==> config.mk <==
export PLATFORM = sky130hd
export DESIGN_NAME = evt_timer
export DESIGN_NICKNAME = d
export VERILOG_FILES = /design/src/rtl/evt_timer_pkg.sv /design/src/rtl/evt_tick_gen.sv /design/src/rtl/evt_stamp_ctr.sv /design/src/rtl/evt_oneshot.sv /design/src/rtl/evt_timer.sv
export SDC_FILE = /design/constraint.sdc
export NUM_CORES = 1
export LEC_CHECK = 0
export CAP_MARGIN = 20
export CORE_MARGIN = 2
export CORE_UTILIZATION = 46
export DETAILED_ROUTE_END_ITERATION = 10
export PLACE_DENSITY = 0.67
export SKIP_LAST_GASP = 1
export SYNTH_ARGS = -nofsm -noshare
export SYNTH_HDL_FRONTEND = slang
export SYNTH_HIERARCHICAL = 1
export SYNTH_SLANG_ARGS = --single-unit
==> constraint.sdc <==
create_clock -name clk -period 6.1 [get_ports clk]
set_clock_uncertainty 0.2 [all_clocks]
set_input_delay 0.61 -clock clk [delete_from_list [all_inputs] [get_ports clk]]
set_output_delay 0.61 -clock clk [all_outputs]
set_load 0.02 [all_outputs]
==> src/rtl/evt_timer_pkg.sv <==
package evt_timer_pkg;

  // Byte offsets inside the register window
  localparam int OFS_COUNT = 'h00;
  localparam int OFS_STAMP = 'h08;
  localparam int OFS_CTRL  = 'h14;

  // Control/status byte bit positions
  localparam int CB_EN  = 0;
  localparam int CB_PER = 1;
  localparam int CB_RLD = 2;
  localparam int CB_TC  = 7;

  typedef struct packed {
    logic tc;
    logic rld;
    logic per;
    logic en;
  } ctrl_t;

  typedef enum logic [1:0] {
    SEL_NONE,
    SEL_COUNT,
    SEL_STAMP,
    SEL_CTRL
  } reg_sel_e;

endpackage

==> src/rtl/evt_tick_gen.sv <==
module evt_tick_gen #(
  parameter int TICK_DIV = 50
) (
  input  logic clk,
  input  logic rst,
  output logic tick_o
);

  generate
    if (TICK_DIV <= 1) begin : g_every
      assign tick_o = 1'b1;
    end else begin : g_div
      localparam int DW = $clog2(TICK_DIV);
      logic [DW-1:0] div_q;

      assign tick_o = (div_q == DW'(TICK_DIV - 1));

      always_ff @(posedge clk) begin
        if (rst || tick_o) div_q <= '0;
        else               div_q <= div_q + 1'b1;
      end
    end
  endgenerate

endmodule

==> src/rtl/evt_stamp_ctr.sv <==
module evt_stamp_ctr #(
  parameter int STAMP_W = 32
) (
  input  logic               clk,
  input  logic               rst,
  input  logic               tick,
  output logic [STAMP_W-1:0] stamp_o
);

  logic [STAMP_W-1:0] stamp_q;

  always_ff @(posedge clk) begin
    if (rst)       stamp_q <= '0;
    else if (tick) stamp_q <= stamp_q + 1'b1;
  end

  assign stamp_o = stamp_q;

endmodule

==> src/rtl/evt_oneshot.sv <==
module evt_oneshot
  import evt_timer_pkg::*;
#(
  parameter int DATA_W = 32
) (
  input  logic              clk,
  input  logic              rst,
  input  logic              tick,
  input  logic              wr_cnt,
  input  logic              wr_ctl,
  input  logic [DATA_W-1:0] wdata,
  output logic [DATA_W-1:0] cnt_o,
  output ctrl_t             ctrl_o,
  output logic              irq_o
);

  logic [DATA_W-1:0] cnt_q;
  logic [DATA_W-1:0] rld_q;
  ctrl_t             ctrl_q;
  logic              expire;
  logic [DATA_W-1:0] restart_val;

  // Expiry: an enabled tick that finds the counter at its last step
  assign expire = ctrl_q.en && tick && !wr_cnt && (cnt_q <= DATA_W'(1));

  // Value the counter takes at expiry, chosen by the mode bits
  always_comb begin
    if (!ctrl_q.per)     restart_val = '0;
    else if (ctrl_q.rld) restart_val = rld_q;
    else                 restart_val = '1;
  end

  always_ff @(posedge clk) begin
    if (rst) begin
      cnt_q <= '0;
      rld_q <= '0;
    end else if (wr_cnt) begin
      cnt_q <= wdata;
      rld_q <= wdata;
    end else if (ctrl_q.en && tick) begin
      cnt_q <= expire ? restart_val : cnt_q - 1'b1;
    end
  end

  always_ff @(posedge clk) begin
    if (rst) begin
      ctrl_q <= '0;
    end else begin
      if (wr_ctl) begin
        ctrl_q.en  <= wdata[CB_EN];
        ctrl_q.per <= wdata[CB_PER];
        ctrl_q.rld <= wdata[CB_RLD];
      end else if (expire && !ctrl_q.per) begin
        ctrl_q.en <= 1'b0;
      end
      // A new expiry outranks a clear in the same cycle
      if (expire)                    ctrl_q.tc <= 1'b1;
      else if (wr_ctl && wdata[CB_TC]) ctrl_q.tc <= 1'b0;
    end
  end

  assign cnt_o  = cnt_q;
  assign ctrl_o = ctrl_q;
  assign irq_o  = ctrl_q.tc;

endmodule

==> src/rtl/evt_timer.sv <==
module evt_timer
  import evt_timer_pkg::*;
#(
  parameter int DATA_W  = 32,
  parameter int ADDR_W  = 5,
  parameter int STAMP_W = 32,
  parameter int CLK_HZ  = 50_000_000,
  parameter int TICK_HZ = 1_000_000
) (
  input  logic              clk,
  input  logic              rst,
  input  logic              bus_sel,
  input  logic              bus_wr,
  input  logic [ADDR_W-1:0] bus_addr,
  input  logic [DATA_W-1:0] bus_wdata,
  output logic [DATA_W-1:0] bus_rdata,
  output logic              irq
);

  localparam int TICK_DIV = CLK_HZ / TICK_HZ;

  logic               tick;
  logic [STAMP_W-1:0] stamp;
  logic [DATA_W-1:0]  evt_cnt;
  ctrl_t              evt_ctrl;
  logic               evt_irq;
  reg_sel_e           sel_d;
  logic               wr_cnt;
  logic               wr_ctl;
  logic               rd_en;
  logic               rd_unmapped;
  logic [DATA_W-1:0]  rd_mux;
  logic [DATA_W-1:0]  rdata_q;

  // Address decode
  always_comb begin
    if (bus_addr == ADDR_W'(OFS_COUNT))      sel_d = SEL_COUNT;
    else if (bus_addr == ADDR_W'(OFS_STAMP)) sel_d = SEL_STAMP;
    else if (bus_addr == ADDR_W'(OFS_CTRL))  sel_d = SEL_CTRL;
    else                                     sel_d = SEL_NONE;
  end

  assign wr_cnt      = bus_sel && bus_wr && (sel_d == SEL_COUNT);
  assign wr_ctl      = bus_sel && bus_wr && (sel_d == SEL_CTRL);
  assign rd_en       = bus_sel && !bus_wr;
  assign rd_unmapped = (sel_d == SEL_NONE);

  evt_tick_gen #(.TICK_DIV(TICK_DIV)) u_tick (
    .clk    (clk),
    .rst    (rst),
    .tick_o (tick)
  );

  evt_stamp_ctr #(.STAMP_W(STAMP_W)) u_stamp (
    .clk     (clk),
    .rst     (rst),
    .tick    (tick),
    .stamp_o (stamp)
  );

  evt_oneshot #(.DATA_W(DATA_W)) u_evt (
    .clk    (clk),
    .rst    (rst),
    .tick   (tick),
    .wr_cnt (wr_cnt),
    .wr_ctl (wr_ctl),
    .wdata  (bus_wdata),
    .cnt_o  (evt_cnt),
    .ctrl_o (evt_ctrl),
    .irq_o  (evt_irq)
  );

  // Read multiplexer
  always_comb begin
    unique case (sel_d)
      SEL_COUNT: rd_mux = evt_cnt;
      SEL_STAMP: rd_mux = DATA_W'(stamp);
      SEL_CTRL:  rd_mux = DATA_W'({evt_ctrl.tc, 4'b0000, evt_ctrl.rld,
                                   evt_ctrl.per, evt_ctrl.en});
      default:   rd_mux = '0;
    endcase
  end

  always_ff @(posedge clk) begin
    if (rst)        rdata_q <= '0;
    else if (rd_en) rdata_q <= rd_mux;
    else            rdata_q <= '0;
  end

  assign bus_rdata = rdata_q;
  assign irq       = evt_irq;

endmodule

==> metrics list, run 1 <==
* Outcome: complete, no violations
- Cell Area, Synth: 6980 µm²
- Most crowded layer after global routing: met2
- Number of synthesized register bits: 138
* Initial Utilization: ~46%
- Per report_power, the clock group accounts for 48.3% of the total.
- Flop-to-flop setup slack: 2.09 ns
- For this run, the total global-route usage over all layers was measured as 23.7%.
- Most common cell after layout, fill and taps aside: sky130_fd_sc_hd__dfxtp_1
- Among all flip-flop cells after synthesis, the most frequent one is sky130_fd_sc_hd__dfxtp_1.
- Share of the synthesized area in compound gates (AO/OA/AOI/OAI): between 10% and 20%
- Final WL: 19.0 mm
- Final global-route overflow total: 0
- Antenna violations before repair: 0
- Sequential power share: 45.8%
- WP data arrival: between 4 and 5 ns
- TritonCTS clock tree: yes
- Max Buffers Root-to-Sink: 2
- STA puts the critical path data required time at 6.18 ns.
* Measured slew at the worst slew-check pin: 1.06 ns
* Initial DRC count: about 540
- Yosys mapped a number of flops with a built-in enable equal to 0.
- The layout has 1394 filler cells.
* Relative contribution of combinational cells to total power: 5.9%
- Overall die height: ~130 µm
* Most frequent cells in the layout: sky130_fd_sc_hd__dfxtp_1 (138), sky130_fd_sc_hd__nor2_1 (84), sky130_fd_sc_hd__nand3_1 (74)
- Type of the worst setup path: primary input to flip-flop
* Total number of placement rows: 45
* Number of top-level pins: 74
- Cells fill 55.0% of the core in the end.
- Gate Count Post-Synth: ~830
* Dominant combinational cell family by area after synthesis: simple AND/OR/NAND/NOR gates
* Unrepaired setup endpoints after global routing: no
* Core region area: 15000 µm²
* Final count of hold timing violations: 0
- The tree built by TritonCTS fans out to 138 sinks.
* Fin crit share: just over 70%
- In the routed design, unresolved DRC markers number 0.
* Library cell contributing the largest single delay on the critical path: sky130_fd_sc_hd__clkdlybuf4s50_1
- Counting tap cells, the placed design contains a total of ~1000 instances.
- Across the run, the number of max-cap violations was 0.
- In this run the power spent charging and discharging nets is roughly 0.45 mW.
- Post-Synth Adder-Cell Area: 0.896%
* Wire per inst: 17.7 µm
- The HPWL after detailed placement is roughly 13 mm.
- Dividing total power by cell area gives a power density of 241 nW/µm².
- Critical-path maximum fanout: 30
- The sequential cells in the finished layout cover a total of ~2800 µm².
* Hold WC Path Type: flip-flop to flip-flop
- Setup repair bufs after CTS: 0
- Largest cells by area after synthesis: sky130_fd_sc_hd__dfxtp_1 (40%), sky130_fd_sc_hd__mux2i_1 (5.4%), sky130_fd_sc_hd__nand3_1 (5.3%), sky130_fd_sc_hd__a21oi_1 (5.2%), sky130_fd_sc_hd__nor2_1 (4.5%)
- Global routing used roughly a third of the available met2 tracks.
* Warning count from the yosys run: 6
- Post-synthesis mux area share: ~7.2%
- Leakage power: roughly 2.9 nW
* Input/output buffers: 73
* Setup crit start kind: primary input
- For this run, the top clock speed supported by timing is 227 MHz.
- Number of nets in the final layout: 918
* Met1 usage in global routing: 34.3%
- Summing all multi-input logic gate instances after layout gives 3810 µm².
- Width of the chip: between 100 and 150 µm
- In this run switching power makes up approximately 22% of total power.
- Fraction of final layout cells sized beyond drive strength 1: 8.37%
* Xor and xnor area share after synthesis: 4.89%
* Vias in the first global route: 5669
- Clock latency on the worst-skew pair: ~0.42 ns
- The worst setup path is captured at a flip-flop.
- Sum of negative setup slack: 0 ns
- Routability-driven placement finished with a final weighted congestion of ~0.85.
- Internal power consumption: 1.54 mW
- In this run, post-CTS repair resized a total of 0 instances.
- Via count: 6291
- For this run, global-route usage on met3 was measured as 4.77%.
- After synthesis, the largest area contributor takes up 39.6% of total cell area.
* Vias per cell: just under 6
* Clock transition at path regs: approximately 0.06 ns
- Setup violations remaining at the end of the flow were counted as 0.
- When the netlist entered floorplanning its net count stood at 880.
* Wire length of the first global-routing pass: 30.2 mm
- Largest net degree at the start of global routing: 69
- The root buffer cell chosen for the clock tree is sky130_fd_sc_hd__clkbuf_16.
- Count of distinct cell types in the synthesized netlist: 63
* Level count of the clock H-tree: 4
- Share of flip-flops with an asynchronous set or reset: 0%
- The largest total area in the synthesized netlist belongs to sky130_fd_sc_hd__dfxtp_1.
* Final Critical Period: 4.40 ns
* Sequential-to-total area share from yosys stat: 39.6%
* Crit-path cells: clkdlybuf4s50_1 > nor2_4 > and4_2 > and3b_1 > o211ai_1 > nor4_4 > buf_4 > buf_4 > a21oi_1 > o21ai_0 > o21ai_0
* Diodes inserted: 0
- Simple-gate share of the synthesized area: 24.7%
- After synthesis, the mean cell area works out to about 8.4 µm².
* Worst slew slack as a fraction of its limit: 28.8%
- Area enclosed by the die boundary: between 15000 and 20000 µm²
* Hold-fix buffers at CTS: 0
- Fin cells: 1072
- CTS buffer count: 17
- The number of max-slew violations in the final report came to 0.
* Worst IR drop on VDD: around 0.20 mV
- First-pass iteration count of the detailed router: 7
* Final antenna-violating net count: 0
- P&R area growth vs syn: 18.4%
* Crit-path max cell delay: around 0.78 ns
cell usage after synthesis (6+ instances only):
cell,number
sky130_fd_sc_hd__nand3_1,74
sky130_fd_sc_hd__nor4_4,7
sky130_fd_sc_hd__o211ai_1,11
sky130_fd_sc_hd__buf_2,16
sky130_fd_sc_hd__o22ai_1,8
sky130_fd_sc_hd__xnor2_1,11
sky130_fd_sc_hd__a31oi_1,12
sky130_fd_sc_hd__and3_1,6
sky130_fd_sc_hd__o21ai_0,60
sky130_fd_sc_hd__nor4_1,11
sky130_fd_sc_hd__inv_1,26
sky130_fd_sc_hd__nor2b_1,11
sky130_fd_sc_hd__xor2_1,28
sky130_fd_sc_hd__dfxtp_1,138
sky130_fd_sc_hd__or3_1,10
sky130_fd_sc_hd__clkbuf_1,33
sky130_fd_sc_hd__nor2_1,84
sky130_fd_sc_hd__mux2_2,9
sky130_fd_sc_hd__nand2_1,40
sky130_fd_sc_hd__buf_6,6
sky130_fd_sc_hd__nor3b_1,6
sky130_fd_sc_hd__nor3_1,21
sky130_fd_sc_hd__a21oi_1,73
sky130_fd_sc_hd__o31ai_1,6
sky130_fd_sc_hd__a22oi_1,11
sky130_fd_sc_hd__nand4_1,12
sky130_fd_sc_hd__mux2i_1,38
registers in the layout, summed over array words and instances, names as in the netlist:
register            cells
bus_rdata              32
u_evt/rld_q            32
u_evt/cnt_o            32
u_evt/ctrl_o            3
u_stamp/stamp_o        32
u_evt/irq_o             1
u_tick/g_div.div_q      6
final cells by class:
cell class,instances,area share [%]
repair buffers,83,9.81
clock inverters,7,0.817
well taps,188,2.85
flip-flops and latches,138,33.4
multi-input cells,606,46.1
clock buffers,24,5.83
inverters,26,1.18
per-stage QoR:
| step | setup WS [ns] | hold slack, ns | cell area, µm² | total power, mW |
|---|---|---|---|---|
| floorplan | 2.99 | 0.245 | 6980 | 1.00 |
| global placement | 1.45 | 0.264 | 7700 | 1.05 |
| detailed placement | 1.34 | 0.267 | 7700 | 1.05 |
| CTS | 1.78 | 0.279 | 8250 | 2.00 |
| global route | 1.45 | 0.309 | 8270 | 2.05 |
| finish | 1.70 | 0.275 | 8270 | 1.99 |
power by group through the flow:
| stage | clock (mW) | sequential (mW) | combinational, mW |
|---|---|---|---|
| finish | 0.962 | 0.911 | 0.118 |
| global route | 1.01 | 0.911 | 0.130 |
| CTS | 0.974 | 0.911 | 0.117 |
| detailed placement | 0 | 0.930 | 0.116 |
| global placement | 0 | 0.930 | 0.115 |
| floorplan | 0 | 0.929 | 0.0711 |
final timing paths:
check / depth (start not counted) / to / start
worst max-delay path: 11 / u_evt/cnt_o[22]$_SDFFE_PP0P_ / bus_addr[4]
worst min-delay path: 1 / u_tick/g_div.div_q[0]$_SDFF_PP0_ / u_tick/g_div.div_q[0]$_SDFF_PP0_
worst max register to register: 10 / u_evt/cnt_o[22]$_SDFFE_PP0P_ / u_tick/g_div.div_q[0]$_SDFF_PP0_
worst min register to register: 1 / u_tick/g_div.div_q[0]$_SDFF_PP0_ / u_tick/g_div.div_q[0]$_SDFF_PP0_
routing by layer:
metal / up-vias / routed length (µm)
li1: 3075 / -
met1: 2951 / 8970
met2: 235 / 8300
met3: 30 / 1280
met4: 0 / 429
met5: - / 0
kinds of logic (layout without fill, tap and decap cells):
kind of cell               after synthesis  after routing
xor gates and xnor gates                39             39
and+or+nand+nor                        313            313
muxes                                   49             49
buffers and inverters                   90            140
adders and majority gates                5              5
DFF                                    138            138
AOI/OAI and AO/OA                      200            200
critical path: cells and delay by family:
family          cells  cell delay [ns]
simple gates        4             1.90
compound gates      4             0.58
buf+inv             3             1.36
Note: power is estimated with default switching activity, not from simulation.
==> inputs of run 2 (changes only) <==
--- a/config.mk
+++ b/config.mk
@@ -9,7 +9,7 @@
 export CORE_MARGIN = 2
 export CORE_UTILIZATION = 46
 export DETAILED_ROUTE_END_ITERATION = 10
-export PLACE_DENSITY = 0.67
+export PLACE_DENSITY = 0.7
 export SKIP_LAST_GASP = 1
 export SYNTH_ARGS = -nofsm -noshare
 export SYNTH_HDL_FRONTEND = slang
==> constraint.sdc (replaced) <==
create_clock -name clk -period 4 [get_ports clk]
set_clock_uncertainty 0.2 [all_clocks]
set_input_delay 0.4 -clock clk [delete_from_list [all_inputs] [get_ports clk]]
set_output_delay 0.4 -clock clk [all_outputs]
set_load 0.02 [all_outputs]
==> metrics list, run 2 (synthesis gave the netlist of run 1 again) <==
- Leakage power: 2.96 nW (was 2.93 nW)
* Startpoint of the lowest-slack hold path: u_evt/rld_q[9]$_SDFFE_PP0P_ (was u_tick/g_div.div_q[0]$_SDFF_PP0_)
- The number of setup buffers added after CTS was 0 (unchanged).
- Critical-path maximum fanout: 18 (was 30)
- The final setup TNS came to 0 ns (unchanged).
* Most common cell after layout, fill and taps aside: sky130_fd_sc_hd__dfxtp_1 (unchanged)
* Routed length on met2: 8.57 mm (was 8.30 mm)
- Unrepaired setup endpoints after global routing: no (unchanged).
- DRC violation count after routing: 0 (unchanged)
* Power Density: 373 nW/µm² (was 241 nW/µm²)
- The fraction of final layout cells sized beyond drive strength 1 came to 9.12% (was 8.37%).
- Total area of multi-input combinational cells: 3800 µm² (was 3810 µm²)
* TritonCTS Sinks: 138 (unchanged)
- Relative contribution of combinational cells to total power: 5.9% (about the same)
- The total half-perimeter wirelength after legalization and detailed placement came to 12.6 mm (was 13.0 mm).
* Max Buffers Root-to-Sink: 2 (unchanged)
- Diodes inserted: 0 (unchanged)
* Crit-path max cell delay: 0.81 ns (was 0.78 ns)
- Number of fill cells in the layout: 1373 (was 1394)
- The final critical path takes up 78.4% of the cycle.
- The length of routed met3 wiring came to 968 µm (was 1.28 mm).
- Fin. max-slew vios: 0 (unchanged)
- Number of top-level pins: 74 (unchanged)
* Total number of placement rows: 45 (unchanged)
* Final Wtd Congestion: 0.874 (was 0.855)
- The final count of negative-setup-slack endpoints was 0 (unchanged).
- The die extent in y came to 127 µm (unchanged).
- The total of max-cap violations is 0 (unchanged).
- Outcome: complete, no violations (unchanged)
- Input/output buffers: 73 (unchanged)
* Final count of hold timing violations: 0 (unchanged)
- Crit-path cells: ha_1 > and4_1 > and3b_1 > o211ai_1 > or4_1 > nand2_1 > o21ai_1 > o221a_2 (was clkdlybuf4s50_1 > nor2_4 > and4_2 > and3b_1 > o211ai_1 > nor4_4 > buf_4 > buf_4 > a21oi_1 > o21ai_0 > o21ai_0)
- The sequential group share of total power came to 44.7% (was 45.8%).
* Resize count post-CTS: 0 (unchanged)
* Largest net degree at the start of global routing: 71 (was 69)
* Hold-fix buffers at CTS: 0 (unchanged)
* Origin of the critical flop-to-flop path: u_tick/g_div.div_q[0]$_SDFF_PP0_ (unchanged)
- The register cell area after layout was 2760 µm² (unchanged).
* Fmax: 319 MHz
* Width of the chip: 127 µm (unchanged)
- The net count reported at finish is 922 (was 918).
* Vias per cell: 5.84 (was 5.87)
- Worst slew slack as a fraction of its limit: 27.8% (was 28.8%)
- The cell-internal power was 2.40 mW (was 1.54 mW).
* Level count of the clock H-tree: 4 (unchanged)
- Hold WC Path Type: flip-flop to flip-flop (unchanged)
- Vias in the first global route: 5772 (was 5669)
- Most frequent cells in the layout: sky130_fd_sc_hd__dfxtp_1 (138), sky130_fd_sc_hd__nor2_1 (84), sky130_fd_sc_hd__nand3_1 (74) (unchanged).
- The required time of the critical path is 4.11 ns (was 6.18 ns).
- The initial core utilization is 46.5% (unchanged).
- The switching part of the total power is 22.6% (was 22.5%).
- Final Critical Period: 3.14 ns
- The number of vias in the routed layout is 6283 (was 6291).
- Wire per inst: 17.1 µm (was 17.7 µm)
- TritonCTS clock tree: yes (unchanged)
* Library cell contributing the largest single delay on the critical path: sky130_fd_sc_hd__or4_1 (was sky130_fd_sc_hd__clkdlybuf4s50_1)
- Measured slew at the worst slew-check pin: 1.08 ns (was 1.06 ns)
* Clock network power share: 49.4% (was 48.3%)
- The first-pass detailed-route iteration total was 7 (unchanged).
- The area overhead of the layout relative to synthesis came to 19.2% (was 18.4%).
- The detailed-routing wirelength on met1 came to 8.73 mm (was 8.97 mm).
- Worst IR drop on VDD: 0.262 mV (was 0.196 mV)
* WP data arrival: 3.24 ns (was 4.48 ns)
- The type of origin of the critical path was a flip-flop (was primary input).
- Endpoint type of the worst setup path: flip-flop (unchanged)
- The total grt overflow is 0 (unchanged).
- The clock latency of the later-clocked register in the worst-skew pair is 0.42 ns (about the same).
- Type of the worst setup path: flip-flop to flip-flop (was primary input to flip-flop)
- Clock transition at path regs: 0.06 ns (about the same)
- The post-route antenna net violation count is 0 (unchanged).
* Core region area: 15000 µm² (unchanged)
- NetSw: 0.703 mW (was 0.447 mW)
* Wire length of the first global-routing pass: 30.3 mm (was 30.2 mm)
* Highest metal layer with signal wires: met4 (unchanged)
- The number of clock buffers inserted by TritonCTS came to 17 (unchanged).
* First element of the critical path: u_tick/g_div.div_q[0]$_SDFF_PP0_ (was bus_addr[4])
* Root Buffer Master: sky130_fd_sc_hd__clkbuf_16 (unchanged)
- The sum of routed wire length over all layers came to 18.4 mm (was 19.0 mm).
- Fraction of the core area covered by cells at the end of the flow: 55.4% (was 55.0%)
* Area enclosed by the die boundary: 16200 µm² (unchanged)
- The detailed router's first-iteration violation count was 728 (was 537).
- Antenna violations before repair: 0 (unchanged)
* GRT Total Usage: 23.4% (was 23.7%)
[run 2: area by class of cell]
cell class / count / area share, %
clock inverters: 11 / 1.47
multi-input cells: 606 / 45.7
repair buffers: 87 / 10.2
clock buffers: 20 / 5.49
flip-flops and latches: 138 / 33.2
inverters: 26 / 1.17
well taps: 188 / 2.83
[run 2: worst paths after layout]
kind                                                endpoint  slack [ns]  depth (start not counted)
worst max-delay path            u_evt/cnt_o[13]$_SDFFE_PP0P_        0.86                          8
worst min-delay path             u_evt/rld_q[9]$_SDFFE_PP0P_        0.29                          2
worst max register to register  u_evt/cnt_o[13]$_SDFFE_PP0P_        0.86                          8
worst min register to register   u_evt/rld_q[9]$_SDFFE_PP0P_        0.29                          2
[run 2: layer usage]
| layer | GRT usage [%] | up-vias |
|---|---|---|
| met5 | 0 | - |
| met3 | 4.94 | 16 |
| met1 | 32.1 | 2971 |
| li1 | - | 3078 |
| met4 | 6.53 | 0 |
| met2 | 37.6 | 218 |
[run 2: per-stage QoR]
stage / hold slack (ns) / power, mW / worst slack, ns / instances / area (µm²)
after floorplan: 0.245 / 1.52 / 1.10 / 834 / 6980
after global placement: 0.265 / 1.60 / 0.591 / 1045 / 7750
after detailed placement: 0.277 / 1.60 / 0.544 / 1045 / 7750
after CTS: 0.293 / 3.13 / 0.926 / 1076 / 8330
after global routing: 0.321 / 3.21 / 0.674 / 1076 / 8330
final: 0.289 / 3.11 / 0.863 / 1076 / 8330
[run 2: power by group through the flow]
stage	Sequential, mW	Clock (mW)	Combinational [mW]
2_1_floorplan	1.42	0	0.108
3_3_place_gp	1.42	0	0.180
3_5_place_dp	1.42	0	0.181
4_1_cts	1.39	1.56	0.183
5_1_grt	1.39	1.62	0.202
6_report	1.39	1.53	0.184
[run 2: worst max-delay path: cells and delay by family (launching register included)]
kind	cells	cell delay, ns
adder cells (fa/ha/maj)	1	0.19
flip-flops	1	0.40
AND/OR/NAND/NOR	4	1.73
AO/OA/AOI/OAI	3	0.50
==> inputs of run 3 (changes only) <==
--- a/config.mk
+++ b/config.mk
@@ -9,7 +9,7 @@
 export CORE_MARGIN = 2
 export CORE_UTILIZATION = 46
 export DETAILED_ROUTE_END_ITERATION = 10
-export PLACE_DENSITY = 0.7
+export PLACE_DENSITY = 0.67
 export SKIP_LAST_GASP = 1
 export SYNTH_ARGS = -nofsm -noshare
 export SYNTH_HDL_FRONTEND = slang
==> constraint.sdc (replaced) <==
create_clock -name clk -period 3.25 [get_ports clk]
set_clock_uncertainty 0.2 [all_clocks]
set_input_delay 0.325 -clock clk [delete_from_list [all_inputs] [get_ports clk]]
set_output_delay 0.325 -clock clk [all_outputs]
set_load 0.02 [all_outputs]
==> metrics list, run 3 (synthesis gave the netlist of run 1 again) <==
* Final antenna-violating net count: 0 (unchanged)
- GRT Total Usage: 24.1% (was 23.4%)
- The required time of the critical path was 3.37 ns (was 4.11 ns).
- The post-cts hold buffer count came to 0 (unchanged).
- The placer's final routability congestion estimate came to 0.856 (was 0.874).
- The TritonCTS clock tree was yes (unchanged).
- Fin. max-slew vios: 0 (unchanged)
- Worst IR drop on VDD: 0.334 mV (was 0.262 mV)
* Design Power: 3.94 mW (was 3.11 mW)
- Antenna violations before repair: 0 (unchanged)
- The fraction of final layout cells sized beyond drive strength 1 came to 10.1% (was 9.12%).
- The kind of end point of the critical path was a flip-flop (unchanged).
- Outcome: complete, no violations (unchanged).
- The relative max-transition margin is 25.9% (was 27.8%).
- Core region area: 15000 µm² (unchanged)
- Resize count post-CTS: 0 (unchanged)
* Vias per cell: 5.94 (was 5.84)
- Final Critical Period: 2.76 ns (was 3.14 ns)
- Type of the worst setup path: flip-flop to flip-flop (unchanged)
* Power Density: 467 nW/µm² (was 373 nW/µm²)
- The worst-margin pin slew came to 1.11 ns (was 1.08 ns).
- Setup crit start kind: flip-flop (unchanged)
- Hold WC Path Type: primary input to flip-flop (was flip-flop to flip-flop)
- The area overhead of the layout relative to synthesis came to 20.7% (was 19.2%).
- Initial Utilization: 46.5% (unchanged)
- The core utilization of the finished layout is 56.1% (was 55.4%).
- The detailed-route wire length per cell is 17.8 µm (was 17.1 µm).
- Worst reg2reg endpoint: u_stamp/stamp_o[30]$_SDFFE_PP0P_ (was u_evt/cnt_o[13]$_SDFFE_PP0P_)
- Crit path to: u_stamp/stamp_o[30]$_SDFFE_PP0P_ (was u_evt/cnt_o[13]$_SDFFE_PP0P_)
- Critical-path maximum fanout: 9 (was 18)
- Clock latency on the worst-skew pair: 0.43 ns (was 0.42 ns)
- Via count: 6443 (was 6283)
- Root Buffer Master: sky130_fd_sc_hd__clkbuf_16 (unchanged)
- The number of primary I/O pins was 74 (unchanged).
- The portion of the clock cycle consumed by the worst path in the final layout came to 85.0% (was 78.4%).
* Most used cell, CP: sky130_fd_sc_hd__and4_1
* WP data arrival: 2.89 ns (was 3.24 ns)
- The maximum level of the CTS H-tree was 4 (unchanged).
- Leakage power: 3.02 nW (was 2.96 nW)
- Unrepaired setup endpoints after global routing: no (unchanged)
- Fmax: 362 MHz (was 319 MHz)
- Flop-to-flop setup slack: 0.49 ns (was 0.86 ns)
- First-pass iteration count of the detailed router: 9 (was 7)
- Final WL: 19.3 mm (was 18.4 mm)
* Input/output buffers: 73 (unchanged)
* Clock transition at path regs: 0.06 ns (about the same)
* Most frequent cells in the layout: sky130_fd_sc_hd__dfxtp_1 (138), sky130_fd_sc_hd__nor2_1 (84), sky130_fd_sc_hd__nand3_1 (74) (unchanged)
- Wire length of the first global-routing pass: 31.0 mm (was 30.3 mm)
* First element of the critical path: u_tick/g_div.div_q[0]$_SDFF_PP0_ (unchanged)
- Overall die height: 127 µm (unchanged)
- Final setup violation count: 0 (unchanged)
- Sum of negative setup slack: 0 ns (unchanged)
* Vias in the first global route: 5805 (was 5772)
- The number of clock buffers inserted by TritonCTS was 17 (unchanged).
- Number of nets in the final layout: 931 (was 922)
* Area enclosed by the die boundary: 16200 µm² (unchanged)
* FF-to-FF path depth: 6 (was 8)
* Crit-path max cell delay: 0.43 ns (was 0.81 ns)
- Origin of the critical flop-to-flop path: u_tick/g_div.div_q[0]$_SDFF_PP0_ (unchanged)
- Most common cell after layout, fill and taps aside: sky130_fd_sc_hd__dfxtp_1 (unchanged)
- Final HPWL DP: 13.3 mm (was 12.6 mm)
* Largest net degree at the start of global routing: 58 (was 71)
- The number of buffers on the longest clock path came to 2 (unchanged).
- The number of diodes added for antenna fixing came to 0 (unchanged).
- The total grt overflow was 0 (unchanged).
- Total number of placement rows: 45 (unchanged)
- Library cell contributing the largest single delay on the critical path: sky130_fd_sc_hd__and4_1 (was sky130_fd_sc_hd__or4_1)
* DRC violation count after routing: 0 (unchanged)
- Initial DRC count: 617 (was 728)
- The count of endpoints failing hold in the final timing report was 0 (unchanged).
- The TritonCTS sink count came to 138 (unchanged).
- Width of the chip: 127 µm (unchanged)
- The number of setup buffers added after CTS came to 0 (unchanged).
- Crit-path cells: ha_1 > and4_1 > and4_1 > nand4_1 > nor3_1 > mux2_2 (was ha_1 > and4_1 > and3b_1 > o211ai_1 > or4_1 > nand2_1 > o21ai_1 > o221a_2).
* Number of max-cap violations: 0 (unchanged)
run 3: worst max-delay path: cells and delay by family, from the launching register on:
family	cells	cell delay [ns]
simple gates	4	1.50
flops	1	0.40
mux	1	0.36
fa+ha+maj	1	0.20
run 3: where the power goes:
group | switching, mW | internal (mW) | leakage (nW)
sequential | 0.00986 | 1.70 | 1.11
combinational | 0.132 | 0.0983 | 1.62
clock | 0.742 | 1.26 | 0.294
run 3: how the worst min path moves through the flow:
stage                                             from                          endpoint  slack [ns]  depth (start not counted)
final                                              rst   u_stamp/stamp_o[0]$_SDFFE_PP0P_        0.18                          2
after floorplan                                    rst  u_tick/g_div.div_q[3]$_SDFF_PP0_        0.20                          1
after detailed placement  u_evt/rld_q[10]$_SDFFE_PP0P_      u_evt/rld_q[10]$_SDFFE_PP0P_        0.28                          2
after CTS                                          rst  u_tick/g_div.div_q[3]$_SDFF_PP0_        0.19                          2
after global placement    u_evt/rld_q[14]$_SDFFE_PP0P_      u_evt/rld_q[14]$_SDFFE_PP0P_        0.27                          2
after global routing                               rst   u_stamp/stamp_o[0]$_SDFFE_PP0P_        0.21                          2
run 3: metrics by stage:
| stage | cells | hold slack [ns] | setup WS [ns] | instance area, µm² |
|---|---|---|---|---|
| floorplan | 834 | 0.197 | 0.421 | 6980 |
| global placement | 1054 | 0.269 | 0.266 | 7820 |
| detailed placement | 1054 | 0.279 | 0.210 | 7820 |
| CTS | 1085 | 0.188 | 0.507 | 8430 |
| global route | 1085 | 0.209 | 0.284 | 8430 |
| finish | 1085 | 0.178 | 0.488 | 8430 |
run 3: area by class of cell:
class / count / area [µm²]
timing repair buffer: 96 / 913
tap: 188 / 235
clock inverter: 11 / 145
multi-input combinational: 606 / 3810
sequential: 138 / 2760
clock buffer: 20 / 467
fill: 1397 / 6600
inverter: 26 / 97.6
run 3: metal layers:
metal | routed length [µm] | track usage, % | vias to the layer above
met5 | 0 | 0 | -
met4 | 408 | 7.95 | 0
met3 | 1340 | 4.90 | 38
met2 | 8780 | 38.3 | 263
met1 | 8800 | 32.9 | 3046
li1 | - | - | 3096
